File: src/rtl/win_bank_dec.sv
module win_bank_dec #(
  parameter logic [15:0] REG_BASE = 16'h0200,
  parameter int          REG_SPAN_LOG2 = 4
) (
  input  logic        clk,
  input  logic        rst_n,
  input  logic        cpu_req,
  input  logic        cpu_we,
  input  logic [15:0] cpu_addr,
  input  logic [7:0]  cpu_wdata,
  output logic [7:0]  cpu_rdata,
  input  logic        bank_sel,
  input  logic        sem_in,
  output logic        sem_wr,
  output logic        sem_val,
  output logic        sram_sel,
  output logic [16:0] sram_addr,
  input  logic [7:0]  sram_rdata
);
  localparam int TAG_LSB = REG_SPAN_LOG2;

  logic       ctl_pos, ctl_half;
  logic       reg_hit, win_hit, reg_wr;
  logic [1:0] win_quarter;
  logic [7:0] ctl_rd;

  assign reg_hit     = cpu_req && (cpu_addr[15:TAG_LSB] == REG_BASE[15:TAG_LSB]);
  assign reg_wr      = reg_hit && cpu_we;
  assign win_quarter = ctl_pos ? 2'b01 : 2'b11;
  assign win_hit     = cpu_req && !reg_hit && (cpu_addr[15:14] == win_quarter);

  always_ff @(posedge clk or negedge rst_n)
    if (!rst_n) begin
      ctl_pos  <= 1'b0;
      ctl_half <= 1'b0;
    end else if (reg_wr) begin
      ctl_pos  <= cpu_wdata[6];
      ctl_half <= cpu_wdata[5];
    end

  assign sem_wr   = reg_wr;
  assign sem_val  = cpu_wdata[7];
  assign sram_sel = cpu_req && !reg_hit;
  assign sram_addr = win_hit ? {1'b1, bank_sel, ctl_half, cpu_addr[13:0]}
                             : {1'b0, cpu_addr};

  assign ctl_rd    = {sem_in, ctl_pos, ctl_half, 1'b1, 4'b0000};
  assign cpu_rdata = reg_hit  ? ctl_rd :
                     sram_sel ? sram_rdata : 8'hFF;
endmodule

File: config.mk
export PLATFORM = sky130hd
export DESIGN_NAME = win_bank_dec
export DESIGN_NICKNAME = d
export VERILOG_FILES = /design/src/rtl/win_bank_dec.sv
export SDC_FILE = /design/constraint.sdc
export NUM_CORES = 1
export LEC_CHECK = 0
export ABC_AREA = 0
export ABC_CLOCK_PERIOD_IN_PS = 2050
export BUFFER_PORTS_ARGS = -buffer_cell sky130_fd_sc_hd__buf_2
export CORE_MARGIN = 2
export CORE_UTILIZATION = 28
export CTS_CLUSTER_SIZE = 24
export DETAILED_ROUTE_END_ITERATION = 8
export PLACE_DENSITY_LB_ADDON = 0.25
export SLEW_MARGIN = 20
export SYNTH_ARGS = -nofsm -noshare
export SYNTH_HDL_FRONTEND = slang
export SYNTH_SLANG_ARGS = --single-unit
File: constraint.sdc
create_clock -name clk -period 2.05 [get_ports clk]
set_clock_uncertainty 0.1 [all_clocks]
set_input_delay 0.3075 -clock clk [delete_from_list [all_inputs] [get_ports clk]]
set_output_delay 0.3075 -clock clk [all_outputs]
set_load 0.01 [all_outputs]
==> results of run 1 <==
==> power by group through the flow <==
stage / logic [mW] / registers, mW / clock network (mW)
floorplan: 0.0585 / 0.0404 / 0
global placement: 0.0953 / 0.0404 / 0
detailed placement: 0.0969 / 0.0404 / 0
CTS: 0.0988 / 0.0400 / 0.0940
global route: 0.110 / 0.0400 / 0.0954
finish: 0.0986 / 0.0400 / 0.0875
==> kinds of logic (layout without fill, tap and decap cells) <==
group	count (synthesis)	after routing	synth area share, %
buffers and inverters	24	69	35.2
and+or+nand+nor	16	16	25.2
AOI/OAI and AO/OA	13	13	18.8
DFF	2	2	11.7
xor gates and xnor gates	1	1	2.05
muxes	2	2	7.04
==> registers in the layout, indices dropped and copies added (netlist names) <==
signal,count
ctl_pos,1
ctl_half,1
==> final timing paths <==
| kind | startpoint | end | slack (ns) | cells after the start |
|---|---|---|---|---|
| worst max-delay path | cpu_addr[11] | cpu_rdata[7] | 0.10 | 6 |
| worst min-delay path | cpu_wdata[5] | ctl_half | 0.22 | 2 |
| min in group asynchronous | rst_n | ctl_half | 0.30 | 2 |
| max in group asynchronous | rst_n | ctl_pos | 1.45 | 2 |
| worst min register to register | ctl_half | ctl_half | 0.47 | 1 |
| worst max register to register | ctl_pos | ctl_pos | 1.13 | 1 |
==> synthesized netlist by cell type <==
cell | n | area [µm²]
o31a_1 | 1 | 8.76
nor3_1 | 1 | 5.00
o21ai_0 | 9 | 45.0
a41oi_1 | 3 | 26.3
or4_4 | 2 | 22.5
buf_4 | 16 | 120
or4_1 | 1 | 7.51
and3_1 | 1 | 6.26
mux2_4 | 2 | 30.0
or3_1 | 1 | 6.26
or4b_4 | 1 | 13.8
inv_1 | 8 | 30.0
xnor2_1 | 1 | 8.76
nor4b_1 | 1 | 8.76
nor2_1 | 2 | 7.51
nand2_1 | 3 | 11.3
dfrtp_1 | 2 | 50.1
nor4_1 | 3 | 18.8
==> repair_timing <==
item	in CTS	in global routing
resized for setup	0	2
hold endpoints to repair	2	0
hold buffers	1	0
endpoints found under the setup margin	0	8
==> critical path, cell delays in order <==
cell     delay [ns]
buf_2          0.11
or4_4          0.55
nor3_2         0.19
buf_4          0.16
o21ai_0        0.08
buf_2          0.15
==> per-layer routing <==
| metal | vias up | wire length (µm) | global-route usage (%) |
|---|---|---|---|
| met2 | 31 | 538 | 20.9 |
| li1 | 284 | - | - |
| met5 | - | 0 | 0 |
| met1 | 238 | 541 | 17.6 |
| met4 | 0 | 0 | 4.24 |
| met3 | 0 | 122 | 2.98 |
==> final cells by class <==
class	count	area, µm²
Fill cell	172	801
Timing Repair Buffer	58	313
Multi-Input combinational cell	32	235
Sequential cell	2	50.0
Inverter	8	30.0
Clock buffer	3	22.5
Tap cell	16	20.0
==> key figures, run 1 <==
Outcome
  – Status: finished, final reports clean

Synthesis
  – Syn nets: between 90 and 100
  – Mapped Area: 427 µm²
  – Yosys reg bits: 2
  – YS warnings: 0
  – Cell count after synthesis: 58
  – Syn_area_per_cell: about 7.4 µm²
  – Share of the yosys chip area belonging to registers: between 10% and 20%
  – Cell variety after synth: 18

Clock network
  – Clk buf depth: 2
  – Post-CTS setup buffer count: 0
  – Clock root cell: clkbuf_4
  – H-tree depth: 1
  – Clock transition at path regs: roughly 0.030 ns
  – CTS tree: built
  – Clk_lat worst skew: 0.22 ns
  – Number of buffers created by CTS: 3
  – Clk sinks: 2

Worst setup path
  – Critical path data required time: ~1.6 ns
  – Crit-path max FO: 9
  – Arrival @ worst endpoint: around 1.5 ns
  – Critical path startpoint category: input port
  – Critical path class: in -> out
  – CP Capture Type: output pin

Die
  – DIE AREA: between 1500 and 2000 µm²
  – IO Count: 66
  – Number of core rows: 14
  – Core area: approximately 1500 µm²
  – Starting Density: roughly 29%
  – Chip width: roughly 43 µm
  – Die H: between 40 and 50 µm

Power and ir drop
  – Total design power: roughly 0.23 mW
  – Sw frac: slightly above 30%
  – Combinational fraction of design power: between 40 and 50%
  – Clock power share: between 30% and 40%
  – Cell Pwr Density: approximately 340 nW/µm²
  – Net Switching: approximately 0.07 mW
  – Internal cell power: approximately 0.16 mW
  – Leak Pwr: just under 0.4 nW
  – Seq pwr share: approximately 18%
  – VDD IR max: 156 µV

Place
  – Dpl cells: about 120
  – Placed cell area: ~630 µm²
  – Placer Congestion: between 0.6 and 0.7
  – Post-DP HPWL: just over 1000 µm
  – Port-buffer cells: 50
  – Setup slack after placement: -0.0507 ns

STA
  – Final period utilization: a little over nine tenths
  – Max_slew headroom: between 60 and 70%
  – # setup viols final: 0
  – Fmax: 0.514 GHz
  – Hold WS: ~0.22 ns
  – Unrepaired setup endpoints after global routing: no
  – Setup TNS: 0 ns
  – Post-route setup slack: 0.104 ns
  – Minimum clock period: a little under 2 ns
  – Fin. Hold Viols: 0
  – Worst-Margin Slew: slightly below 0.5 ns
  – Slew Limit Fails: 0

Finish
  – Final net count: 143
  – Fin area: 671 µm²
  – Most frequent cells in the layout: buf_2 (50), o21ai_0 (9), inv_1 (8)
  – # diodes: 0
  – Final design utilization: a little under half
  – Fraction of layout cells with a size suffix above 1: between 60% and 70%
  – Leading cell type in the layout, fill and taps excluded: buf_2
  – Area Growth Syn to Fin: 57.2%
  – Final Non-Filler Cells: roughly 120

Global routing
  – Pin count of the biggest net entering global routing: 10
  – Total track usage: around an eighth
  – First-pass GRT wire length: 1970 µm
  – Vias in the first global route: between 400 and 500
  – Overflow after GRT: 0
  – Initial antenna violation count: 0

Route
  – Routed wire per std cell: 10.1 µm
  – Drt drc: 0
  – Drt via density: 4.65
  – Vias post-DR: about 550
  – Starting DRT DRC Count: 0
  – Pre-Repair DR Iteration Count: 1
  – Final WL: approximately 1200 µm
  – Antenna Nets Post-Route: 0

Worst hold path
  – Hold crit path type: in -> reg

Job
  – Max_cap viols: 0
(Power assumes the default switching activity.)
==> run 2, diff against run 1 <==
--- a/config.mk
+++ b/config.mk
@@ -6,11 +6,10 @@
 export NUM_CORES = 1
 export LEC_CHECK = 0
 export ABC_AREA = 0
-export ABC_CLOCK_PERIOD_IN_PS = 2050
+export ABC_CLOCK_PERIOD_IN_PS = 1820
 export BUFFER_PORTS_ARGS = -buffer_cell sky130_fd_sc_hd__buf_2
 export CORE_MARGIN = 2
 export CORE_UTILIZATION = 28
-export CTS_CLUSTER_SIZE = 24
 export DETAILED_ROUTE_END_ITERATION = 8
 export PLACE_DENSITY_LB_ADDON = 0.25
 export SLEW_MARGIN = 20
==> constraint.sdc (replaced) <==
create_clock -name clk -period 1.82 [get_ports clk]
set_clock_uncertainty 0.1 [all_clocks]
set_input_delay 0.273 -clock clk [delete_from_list [all_inputs] [get_ports clk]]
set_output_delay 0.273 -clock clk [all_outputs]
set_load 0.01 [all_outputs]
==> run 2 against run 1 <==
- the flow now finishes with violations (negative setup slack)
- combinational power is 25% higher
- sequential cell count is the same
- wire length grew 4.8%
- clock-buffer cell count unchanged
- sequential share of layout area is 0.87 points lower
- sequential power grew 12%
- register-to-register slack got worse by 0.22 ns
- worst hold slack lost 0.036 ns
- first-iteration DRC count rose by 4
- global-route usage decreased by 0.23 points
- via count is 1.8% higher
==> key figures, run 2 (synthesis gave the netlist of run 1 again) <==
Outcome
  – Status: complete, but fails checks
  – Failing checks: negative setup slack

Finish
  – Most frequent cells in the layout: buf_2 (50), buf_4 (13), inv_1 (8)
  – # diodes: 0
  – Fraction of layout cells with a size suffix above 1: 68.5%
  – Registers with the most flip-flops: ctl_half x1, ctl_pos x1
  – Final design utilization: between 50% and 60%
  – Leading cell type in the layout, fill and taps excluded: buf_2
  – Fin area: about 760 µm²
  – Final net count: 151
  – Area Growth Syn to Fin: 78.0%

Global routing
  – Pin count of the biggest net entering global routing: 9
  – Total track usage: about an eighth
  – Overflow after GRT: 0
  – First-pass GRT wire length: approximately 1900 µm
  – Initial antenna violation count: 0
  – Vias in the first global route: 505

Clock network
  – Clk_lat worst skew: ~0.22 ns
  – Number of buffers created by CTS: 3
  – Clk sinks: 2
  – CTS tree: built
  – Clk buf depth: 2
  – H-tree depth: 1
  – Clock transition at path regs: 0.03 ns
  – Clock root cell: clkbuf_4

STA
  – # setup viols final: 10
  – Unrepaired setup endpoints after global routing: yes
  – Final period utilization: 106%
  – Fmax: between 0.5 and 0.6 GHz
  – Worst-Margin Slew: between 0.2 and 0.3 ns
  – Slew Limit Fails: 0
  – Minimum clock period: between 1.5 and 2 ns
  – Max_slew headroom: between 80% and 90%
  – Fin. Hold Viols: 0
  – Post-route setup slack: -0.105 ns

Power and ir drop
  – Clock power share: 36.7%
  – Combinational fraction of design power: between 40% and 50%
  – Cell Pwr Density: between 300 and 400 nW/µm²
  – Total design power: around 0.27 mW
  – Sw frac: ~30%
  – VDD IR max: around 170 µV
  – Seq pwr share: approximately 17%
  – Internal cell power: about 0.18 mW
  – Net Switching: slightly above 0.08 mW
  – Leak Pwr: 0.451 nW

Route
  – Antenna Nets Post-Route: 0
  – Starting DRT DRC Count: 4
  – Drt drc: 0
  – Pre-Repair DR Iteration Count: 3
  – Routed wire per std cell: roughly 9.9 µm
  – Drt via density: roughly 4.4
  – Final WL: around 1300 µm
  – Vias post-DR: 563

Job
  – Max_cap viols: 0

Worst hold path
  – Hold crit path type: in -> reg
  – Hold Crit Depth: 2

Worst setup path
  – CP Capture Type: output pin
  – Crit-path max FO: 5
  – Critical path data required time: roughly 1.5 ns
  – Critical path class: in -> out
  – R2R cell count: 1
  – Arrival @ worst endpoint: ~1.6 ns
  – Critical path startpoint category: input port

Die
  – DIE AREA: 1850 µm²
  – Chip width: 43.0 µm
  – IO Count: 66
  – Core area: 1470 µm²
  – Starting Density: 29.0%
  – Number of core rows: 14
  – Die H: around 43 µm

Place
  – Post-DP HPWL: ~1100 µm
  – Placer Congestion: about 0.69
  – Port-buffer cells: 50
  – Placed cell area: a little under 700 µm²
## run 2: cell count changes in the layout (fill, tap and decap cells not counted), sizes merged
cell	before	now
buf	57	65
## run 2: layout make-up
class | count | area (µm²)
well taps | 16 | 20.0
fillers | 150 | 712
clock buffers | 3 | 22.5
multi-input cells | 32 | 256
repair buffers | 66 | 380
flip-flops and latches | 2 | 50.0
inverters | 8 | 30.0
## run 2: final timing paths
kind                               from           end  slack (ns)
setup / recovery           cpu_addr[12]  cpu_rdata[7]       -0.11
hold / removal             cpu_wdata[6]       ctl_pos        0.19
setup reg to reg                ctl_pos       ctl_pos        0.91
hold reg to reg                ctl_half      ctl_half        0.46
max in group asynchronous         rst_n       ctl_pos        1.26
min in group asynchronous         rst_n      ctl_half        0.27
## run 2: repair_timing
action	4_1_cts	5_1_grt
endpoints found under the setup margin	10	10
hold endpoints to repair	2	0
pin swaps	0	1
hold buffers	1	0
cloned	1	0
gates resized for setup	8	2
buffers inserted	0	1
## run 2: critical path, cell delays in order
cell,delay (ns)
buf_6,0.09
or4_4,0.53
buf_6,0.14
nor3_4,0.15
buf_4,0.15
o21ai_0,0.07
buf_2,0.15
## run 2: metal layers
layer,track usage (%),wire [µm],vias to the layer above
met5,0,0,-
met4,4.85,6,0
met3,0.426,113,2
met2,24.5,620,29
met1,15.1,520,233
li1,-,-,299
## run 2: power groups by stage
stage                     Sequential, mW  Clock [mW]  Combinational, mW
after floorplan                   0.0455           0             0.0661
after global placement            0.0455           0              0.115
after detailed placement          0.0455           0              0.117
after CTS                         0.0450       0.105              0.122
after global routing              0.0450       0.107              0.137
final                             0.0450      0.0977              0.123
## run 2: stage by stage
step	setup WS [ns]	std cells	hold WS, ns	setup TNS [ns]
2_1_floorplan	-0.0717	58	-0.123	-0.143
4_1_cts	-0.125	126	0.178	-1.02
6_report	-0.105	127	0.185	-0.930
3_3_place_gp	-0.199	121	-0.0433	-1.65
3_5_place_dp	-0.211	121	-0.0406	-1.49
5_1_grt	-0.186	127	0.182	-1.64
==> run 3, diff against run 2 <==
--- a/config.mk
+++ b/config.mk
@@ -6,7 +6,7 @@
 export NUM_CORES = 1
 export LEC_CHECK = 0
 export ABC_AREA = 0
-export ABC_CLOCK_PERIOD_IN_PS = 1820
+export ABC_CLOCK_PERIOD_IN_PS = 1850
 export BUFFER_PORTS_ARGS = -buffer_cell sky130_fd_sc_hd__buf_2
 export CORE_MARGIN = 2
 export CORE_UTILIZATION = 28
==> constraint.sdc (replaced) <==
create_clock -name clk -period 1.85 [get_ports clk]
set_clock_uncertainty 0.1 [all_clocks]
set_input_delay 0.2775 -clock clk [delete_from_list [all_inputs] [get_ports clk]]
set_output_delay 0.2775 -clock clk [all_outputs]
set_load 0.01 [all_outputs]
==> run 3 against run 2 <==
- the flow still finishes with violations (negative setup slack)
- via count is 3.4% higher
- setup slack better by 0.055 ns
- sequential power down 2%
- cell count down 1.6%
- register-to-register slack gained 0.03 ns
- clock-buffer cell count did not move
- critical path type unchanged
==> key figures, run 3 (synthesis gave the netlist of run 1 again) <==
Worst setup path
  – Critical path startpoint category: input port
  – WP buf/inv: 3
  – CP Capture Type: output pin
  – Stages on the worst setup path: 6
  – Worst Setup EP: cpu_rdata[4]
  – Cell family with most CP delay: simple AND/OR/NAND/NOR gates
  – Arrival @ worst endpoint: roughly 1.5 ns
  – FF-to-FF Start: ctl_pos
  – Slack of the worst reg-to-reg path: ~0.94 ns
  – Most used cell, CP: buf_6
  – Crit-path max FO: 5
  – Critical path class: in -> out
  – Worst path max stage delay: 0.55 ns
  – Worst Setup SP: cpu_addr[8]
  – Worst-path cell chain: buf_6, or4b_4, nor3_4, buf_6, or3_1, buf_2
  – Critical path data required time: 1.47 ns
  – R2R cell count: 1
  – Slowest cell on the critical path: or4b_4
  – Reg-to-reg endpoint: ctl_pos

Power and ir drop
  – Total design power: 0.270 mW
  – VDD IR max: 139 µV
  – Leak Pwr: ~0.44 nW
  – Cell Pwr Density: about 360 nW/µm²

STA
  – Minimum clock period: about 1.9 ns
  – # setup viols final: 11
  – Max_slew headroom: between 80% and 90%
  – Final period utilization: 103%
  – Slew Limit Fails: 0
  – Fmax: roughly 0.53 GHz
  – Worst-Margin Slew: 0.266 ns
  – Unrepaired setup endpoints after global routing: yes
  – Setup TNS: -0.279 ns
  – Post-route setup slack: -0.0502 ns
  – Fin. Hold Viols: 0
  – Hold WS: roughly 0.18 ns

Route
  – M1 WL: about 560 µm
  – Drt drc: 0
  – Drt via density: ~4.7
  – Final WL: around 1400 µm
  – Vias post-DR: ~580
  – Met2 wire length: between 700 and 800 µm
  – Antenna Nets Post-Route: 0
  – Met3 WL: 85 µm
  – Pre-Repair DR Iteration Count: 4
  – DR top layer: met3
  – Starting DRT DRC Count: 1
  – Routed wire per std cell: ~11 µm

Outcome
  – Failing checks: negative setup slack
  – Status: complete, but fails checks

Place
  – Post-DP HPWL: between 1000 and 1500 µm
  – Dpl cells: 118
  – Port-buffer cells: 50
  – Placer Congestion: ~0.71
  – Placed cell area: approximately 660 µm²

Finish
  – Leading cell type in the layout, fill and taps excluded: buf_2
  – # diodes: 0
  – Registers with the most flip-flops: ctl_half x1, ctl_pos x1
  – Final Non-Filler Cells: about 130
  – Fraction of layout cells with a size suffix above 1: 70.6%
  – Most frequent cells in the layout: buf_2 (47), buf_4 (12), inv_1 (8)
  – Final net count: between 100 and 150
  – Fin area: between 700 and 800 µm²
  – Filler cell count: 166
  – Area Growth Syn to Fin: 78.0%

Die
  – IO Count: 66
  – Core area: approximately 1500 µm²
  – Die H: approximately 43 µm
  – Starting Density: between 20 and 30%
  – Number of core rows: 14
  – DIE AREA: roughly 1900 µm²
  – Chip width: 43.0 µm

Clock network
  – CTS tree: built
  – Clk_lat worst skew: approximately 0.23 ns
  – Clock transition at path regs: 0.03 ns
  – H-tree depth: 1
  – Clk sinks: 2
  – Number of buffers created by CTS: 3
  – Clk buf depth: 2
  – Clock root cell: clkbuf_4

Job
  – Max_cap viols: 0

Global routing
  – Initial antenna violation count: 0
  – Pin count of the biggest net entering global routing: 9
  – Total track usage: between 10 and 15%
  – First-pass GRT wire length: about 2100 µm
  – Overflow after GRT: 0
  – Vias in the first global route: 542

Worst hold path
  – Hold crit path type: in -> reg
  – Min-delay src: cpu_wdata[5]
run 3: changes by cell type in the layout (fill, tap and decap cells not counted), sizes merged:
| cell | previous run | this run |
|---|---|---|
| buf | 65 | 63 |
run 3: metal layers:
metal  vias to the layer above  global-route usage [%]
li1                        295                       -
met4                         0                    7.27
met5                         -                       0
met3                         0                   0.851
met1                       257                    16.8
met2                        30                    26.4
run 3: worst min-delay path by stage:
stage                to  slack [ns]  depth (start not counted)
2_1_floorplan  ctl_half       -0.12                          0
3_3_place_gp    ctl_pos       -0.04                          1
3_5_place_dp    ctl_pos       -0.04                          1
4_1_cts        ctl_half        0.17                          2
5_1_grt        ctl_half        0.19                          2
6_report       ctl_half        0.18                          2
run 3: metrics by stage:
| stage | setup WS [ns] | utilization, % |
|---|---|---|
| after global placement | -0.167 | 44.6 |
| final | -0.0502 | 51.6 |
| after floorplan | -0.0382 | - |
| after global routing | -0.107 | 51.6 |
| after detailed placement | -0.178 | 44.6 |
| after CTS | -0.0544 | 50.7 |
run 3: final cells by class:
type,instances,area (µm²),area share [%]
Tap cell,16,20.0,2.64
Multi-Input combinational cell,32,256,33.8
Sequential cell,2,50.0,6.59
Inverter,8,30.0,3.95
Timing Repair Buffer,64,380,50.1
Clock buffer,3,22.5,2.97
run 3: repair_timing:
action | in CTS | in global routing
hold buffers | 1 | 0
setup buffers | 1 | 1
pin swaps | 3 | 1
endpoints found under the hold margin | 2 | 0
cloned | 1 | 0
setup endpoints to repair | 9 | 12
resized for setup | 17 | 2
run 3: report_power, final:
part	switching, mW	leakage, nW	internal (mW)
Clock	0.0282	0.0138	0.0719
Combinational	0.0570	0.397	0.0684
Sequential	0.000133	0.0279	0.0442
Total	0.0853	0.439	0.185
